**config.mk**
```make
export PLATFORM = sky130hd
export DESIGN_NAME = byte_serial_port
export DESIGN_NICKNAME = d
export VERILOG_FILES = /design/src/rtl/ssp_pkg.sv /design/src/rtl/ssp_cycle_counter.sv /design/src/rtl/ssp_shifter.sv /design/src/rtl/byte_serial_port.sv
export SDC_FILE = /design/constraint.sdc
export NUM_CORES = 1
export LEC_CHECK = 0
export ABC_AREA = 1
export BUFFER_PORTS_ARGS = -buffer_cell sky130_fd_sc_hd__buf_2
export CORE_AREA = 2 2 52 66
export CTS_CLUSTER_SIZE = 8
export DETAILED_ROUTE_END_ITERATION = 6
export DIE_AREA = 0 0 54 68
export PLACE_DENSITY = 0.63
export SLEW_MARGIN = 30
export SYNTH_ARGS = -nofsm -noshare
export SYNTH_HDL_FRONTEND = slang
export SYNTH_SLANG_ARGS = --single-unit
```
**constraint.sdc**
```tcl
create_clock -name clk -period 3.8 [get_ports clk]
set_input_delay 0.19 -clock clk [delete_from_list [all_inputs] [get_ports clk]]
set_output_delay 0.19 -clock clk [all_outputs]
set_load 0.005 [all_outputs]
```
**src/rtl/ssp_pkg.sv**
```systemverilog
package ssp_pkg;

    localparam int BYTE_W = 8;

    typedef enum logic {
        SPD_NORMAL = 1'b0,
        SPD_FAST   = 1'b1
    } speed_e;

    typedef enum logic {
        REG_DATA = 1'b0,
        REG_CTRL = 1'b1
    } reg_sel_e;

    localparam int CTRL_GO_BIT  = 7;
    localparam int CTRL_SPD_BIT = 1;

    typedef struct packed {
        logic   busy;
        speed_e speed;
    } ctrl_t;

    function automatic logic [BYTE_W-1:0] ctrl_image(input ctrl_t c);
        logic [BYTE_W-1:0] v;
        v = '0;
        v[CTRL_GO_BIT]  = c.busy;
        v[CTRL_SPD_BIT] = c.speed;
        return v;
    endfunction

endpackage

```
**src/rtl/ssp_cycle_counter.sv**
```systemverilog
module ssp_cycle_counter
    import ssp_pkg::*;
#(
    parameter int SLOW_BIT = 9,
    parameter int FAST_BIT = 4
) (
    input  logic   clk,
    input  logic   rst,
    input  speed_e speed,
    output logic   tick
);
    localparam int CNT_W = ((SLOW_BIT > FAST_BIT) ? SLOW_BIT : FAST_BIT) + 1;

    logic [CNT_W-1:0] cnt_q;
    logic [CNT_W-1:0] cnt_nxt;
    logic             sel_now;
    logic             sel_nxt;

    assign cnt_nxt = cnt_q + 1'b1;

    always_comb begin
        if (speed == SPD_FAST) begin
            sel_now = cnt_q[FAST_BIT];
            sel_nxt = cnt_nxt[FAST_BIT];
        end else begin
            sel_now = cnt_q[SLOW_BIT];
            sel_nxt = cnt_nxt[SLOW_BIT];
        end
    end

    assign tick = sel_now ^ sel_nxt;

    always_ff @(posedge clk) begin
        if (rst) cnt_q <= '0;
        else     cnt_q <= cnt_nxt;
    end

    // counter free-runs by one every cycle
    p_free_run_r2: assert property (@(posedge clk) disable iff (rst)
        !$past(rst) |-> cnt_q == $past(cnt_q) + 1'b1);

    // a boundary never lasts two cycles in a row
    p_tick_isolated_r2: assert property (@(posedge clk) disable iff (rst)
        tick |=> !tick);

endmodule

```
**src/rtl/ssp_shifter.sv**
```systemverilog
module ssp_shifter #(
    parameter int W = 8
) (
    input  logic         clk,
    input  logic         rst,
    input  logic         tick,
    input  logic         start,
    input  logic         data_wr,
    input  logic [W-1:0] data_wdata,
    input  logic         in_bit,
    output logic [W-1:0] data_q,
    output logic         active,
    output logic         sout,
    output logic         irq
);
    localparam int CW = $clog2(W);

    logic [CW-1:0] bits_q;
    logic          last_bit;

    assign last_bit = (bits_q == CW'(W - 1));

    always_ff @(posedge clk) begin
        if (rst) begin
            data_q <= '0;
            bits_q <= '0;
            active <= 1'b0;
            sout   <= 1'b1;
            irq    <= 1'b0;
        end else begin
            irq <= 1'b0;
            if (start) begin
                active <= 1'b1;
                bits_q <= '0;
                sout   <= data_q[W-1];
            end else if (active && tick) begin
                data_q <= {data_q[W-2:0], in_bit};
                if (last_bit) begin
                    active <= 1'b0;
                    bits_q <= '0;
                    irq    <= 1'b1;
                end else begin
                    bits_q <= bits_q + 1'b1;
                    sout   <= data_q[W-2];
                end
            end else if (data_wr && !active) begin
                data_q <= data_wdata;
            end
        end
    end

    // idle implies a cleared bit count
    p_idle_count_r7: assert property (@(posedge clk) disable iff (rst)
        !active |-> bits_q == '0);

    // a boundary in a transfer moves the byte up by one
    p_shift_left_r3: assert property (@(posedge clk) disable iff (rst)
        (active && tick && !start) |=> data_q[W-1:1] == $past(data_q[W-2:0]));

    // the pulse only follows an active transfer that just ended
    p_irq_end_r5: assert property (@(posedge clk) disable iff (rst)
        irq |-> (!active && $past(active)));

    // serial out moves only on start or boundary
    p_sout_hold_r6: assert property (@(posedge clk) disable iff (rst)
        (!start && !(active && tick)) |=> $stable(sout));

    // the byte is frozen between boundaries of a transfer
    p_busy_data_r8: assert property (@(posedge clk) disable iff (rst)
        (active && !tick) |=> $stable(data_q));

endmodule

```
**src/rtl/byte_serial_port.sv**
```systemverilog
module byte_serial_port
    import ssp_pkg::*;
#(
    parameter int SLOW_BIT = 9,
    parameter int FAST_BIT = 4
) (
    input  logic       clk,
    input  logic       rst,
    input  logic       bus_wr,
    input  logic       bus_addr,
    input  logic [7:0] bus_wdata,
    output logic [7:0] bus_rdata,
    input  logic       ser_in,
    input  logic       ser_in_valid,
    output logic       ser_out,
    output logic       xfer_irq
);
    speed_e            speed_q;
    ctrl_t             ctrl_view;
    logic              tick;
    logic              busy;
    logic              ctrl_wr;
    logic              start;
    logic              data_wr;
    logic              rx_bit;
    logic [BYTE_W-1:0] data_q;

    assign ctrl_wr = bus_wr && (bus_addr == REG_CTRL) && !busy;
    assign start   = ctrl_wr && bus_wdata[CTRL_GO_BIT];
    assign data_wr = bus_wr && (bus_addr == REG_DATA) && !busy;
    assign rx_bit  = ser_in_valid ? ser_in : 1'b1;

    always_ff @(posedge clk) begin
        if (rst)          speed_q <= SPD_NORMAL;
        else if (ctrl_wr) speed_q <= speed_e'(bus_wdata[CTRL_SPD_BIT]);
    end

    ssp_cycle_counter #(
        .SLOW_BIT(SLOW_BIT),
        .FAST_BIT(FAST_BIT)
    ) u_cnt (
        .clk  (clk),
        .rst  (rst),
        .speed(speed_q),
        .tick (tick)
    );

    ssp_shifter #(
        .W(BYTE_W)
    ) u_shift (
        .clk       (clk),
        .rst       (rst),
        .tick      (tick),
        .start     (start),
        .data_wr   (data_wr),
        .data_wdata(bus_wdata),
        .in_bit    (rx_bit),
        .data_q    (data_q),
        .active    (busy),
        .sout      (ser_out),
        .irq       (xfer_irq)
    );

    always_comb begin
        ctrl_view.busy  = busy;
        ctrl_view.speed = speed_q;
        bus_rdata = (bus_addr == REG_CTRL) ? ctrl_image(ctrl_view) : data_q;
    end

    // speed cannot change during a transfer
    p_busy_speed_r8: assert property (@(posedge clk) disable iff (rst)
        $past(busy) |-> $stable(speed_q));

endmodule

```
==> results by group <==
Run status
  – Status: finished clean

Worst setup path
  – CP delay by family, top: simple AND/OR/NAND/NOR gates
  – CP arrival: about 1.9 ns
  – CP most frequent cell: nand2_1
  – Critical Path Stages: 9
  – CP Buf/Inv Count: 1
  – CP Launch Type: register
  – Crit Path Category: register to register
  – Setup crit end kind: register
  – CP max FO: 21
  – Slowest stage delay, CP: 0.38 ns
  – Slowest-stage cell, CP: dfxtp_1
  – Worst-path cell chain: ha_1 -> nand2_1 -> inv_2 -> nand2_1 -> nand2_2 -> nand3_4 -> and2_4 -> nor2_2 -> nor2_1
  – CP required: 3.97 ns
  – Reg2Reg Depth: 9

Layout
  – Filler cells: between 300 and 400
  – Ant diodes: 0
  – Area growth from synthesis to layout: 12.8%
  – Nets: 220
  – Finished Layout Cells: 239
  – Post-route cell area: roughly 1500 sq um
  – FF+latch area: approximately 480 sq um
  – Layout Utilization: 0.471
  – Fraction of layout cells with a size suffix above 1: 0.228
  – Footprint of the multi-input gates: roughly 690 sq um

Floorplanning
  – Core outline area: between 3000 and 4000 sq um
  – DIE AREA: about 3700 sq um
  – FP Rows: 23
  – IO Pins: 24
  – Initial core utilization: 0.418
  – Die span in x: about 54 microns
  – Die Height: between 60 and 70 microns

Route
  – Final ANT Viol Nets: 0
  – DR iter-0 viols: 31
  – Routed len/inst: about 12 microns
  – DRC Markers: 0
  – Vias per cell: 4.98
  – DR pass1 iterations: 4
  – Via count: ~1200
  – DRT Wirelength: ~2800 microns

Placement
  – Cell Count Post-Placement: roughly 240
  – HPWL Detailed: ~2100 microns
  – DP Area: between 1000 and 1500 sq um
  – Pre-CTS setup slack: between 2 and 2.5 ns
  – GPL Wtd Cong: about 0.85
  – Port bufs: 23

Clock network
  – TritonCTS clock tree: done
  – Post-CTS resize count: 0
  – CTS buffer count: 3
  – Clock Root Buffer: clkbuf_8
  – Worst-Skew Late Latency: around 0.26 ns
  – Setup bufs post-CTS: 0
  – CTS Buffer Depth: 2
  – H-tree depth: 1
  – Post-CTS Hold Fix Bufs: 0
  – Num Clock Sinks: 24
  – Clk slew on worst S/H paths: 0.09 ns

Logic synthesis
  – Top area cells in the synthesized netlist: dfxtp_1 (37%), nand2_1 (12%), nor2_1 (6.9%), nand3_1 (5.0%), inv_1 (4.9%)
  – Top FF cell, synth: dfxtp_1
  – Post-Syn Area: 1300 sq um
  – Ys Warns: 0
  – Largest area contributor in the netlist: dfxtp_1
  – Synth cell count leaders: nand2_1 (42), dfxtp_1 (24), nor2_1 (24)
  – Avg Cell Area, Syn: approximately 7.1 sq um
  – Post-synth ARST share: 0
  – Post-synth EDFFs: 0
  – Netlist cell types: 29
  – Post-synth top area share: 0.370
  – Sequential share of the synthesized area: 0.370
  – Post-Synthesis Cells: 182
  – Synthesized flop and latch total: 24
  – Most frequent cell after synthesis: nand2_1
  – Post-Syn Nets: approximately 200

Timing
  – Final setup TNS: 0 ns
  – Clock skew: between 0.004 and 0.005 ns
  – Max frequency: approximately 570 MHz
  – Slew @ Worst Pin: 0.591 ns
  – Endpoints failing hold: 0
  – Count of final max-slew check failures: 0
  – Final worst setup slack: between 2 and 2.5 ns
  – Worst hold slack: roughly 0.23 ns
  – RSZ-0062 raised after global routing: no
  – Worst relative slew slack: 0.605
  – Final min period: around 1.8 ns
  – Final Setup Violations: 0
  – Final period utilization: 0.463

Global routing
  – Number of global-route vias before repair: 1172
  – Largest net degree at the start of global routing: 22
  – Total gr overflow: 0
  – First-pass GRT wire length: ~4800 microns
  – Total global-route track usage: 0.177
  – Antenna violations before repair: 0

Power
  – Sw Share: 0.258
  – Gate power share: 0.140
  – Max VDD drop: approximately 0.18 mV
  – Net load switching power: 0.134 mW
  – Power Density: about 350 nW/um^2
  – Flop pwr share: 0.526
  – Lkg Pwr: a little under 0.7 nW
  – Clock power share: 0.334
  – Final Power: 0.519 mW
  – Internal cell power: 0.385 mW

Flow run
  – Max-cap violation count: 0

Worst hold path
  – Hold WC Path Type: input port to register
  – Hold-critical path depth: 5
-- cells by family after synthesis --
group / synth area share
compound gates: 0.0665
xor+xnor: 0.0135
fa+ha+maj: 0.0289
buf+inv: 0.0963
flops: 0.370
simple gates: 0.425
-- cell type report --
class	count	area share
clock buffers	4	0.0376
inverters	20	0.0512
well taps	37	0.0316
multi-input cells	131	0.473
repair buffers	23	0.0786
flip-flops and latches	24	0.328
-- worst min-delay path, stage by stage --
cell	delay (ns)
buf_2	0.07
nand2_1	0.04
nand2_1	0.06
nor2_2	0.03
nor2_1	0.06
-- power by group through the flow --
stage,clock (mW),sequential [mW],combinational (mW)
2_1_floorplan,0,0.274,0.0559
3_3_place_gp,0,0.279,0.0713
3_5_place_dp,0,0.279,0.0728
4_1_cts,0.178,0.273,0.0732
5_1_grt,0.187,0.275,0.0828
6_report,0.173,0.273,0.0725
-- routing by layer --
| layer | global-route usage | vias to the layer above | share of wire |
|---|---|---|---|
| met5 | 0 | - | 0 |
| met4 | 0.0750 | 0 | 0.018 |
| met3 | 0.0284 | 7 | 0.039 |
| met2 | 0.331 | 30 | 0.51 |
| met1 | 0.191 | 527 | 0.43 |
| li1 | - | 627 | - |
-- path summary, 6_finish.rpt --
kind / start / slack [ns] / end
setup / recovery: u_cnt.cnt_q[0] / 2.04 / u_shift.data_q[2]
hold / removal: bus_wdata[4] / 0.23 / u_shift.data_q[4]
setup reg to reg: u_cnt.cnt_q[0] / 2.04 / u_shift.data_q[2]
hold reg to reg: u_cnt.cnt_q[0] / 0.47 / u_cnt.cnt_q[0]
-- cells in the final DEF (no fill, tap or decap), types with 3 or more instances in the layout --
cell type / instances
a21oi_1: 8
buf_2: 23
clkbuf_8: 4
dfxtp_1: 24
ha_1: 3
inv_1: 17
nand2_1: 42
nand3_1: 13
nand4_1: 10
nor2_1: 24
nor2_2: 9
nor3_1: 4
o21ai_0: 4
-- flip-flops by register name (all words and copies together) (netlist names) --
name,flops
u_shift.irq,1
u_shift.active,1
u_shift.bits_q,3
u_shift.sout,1
u_shift.data_q,8
u_cnt.cnt_q,9
speed_q,1
(Power assumes the default switching activity.)
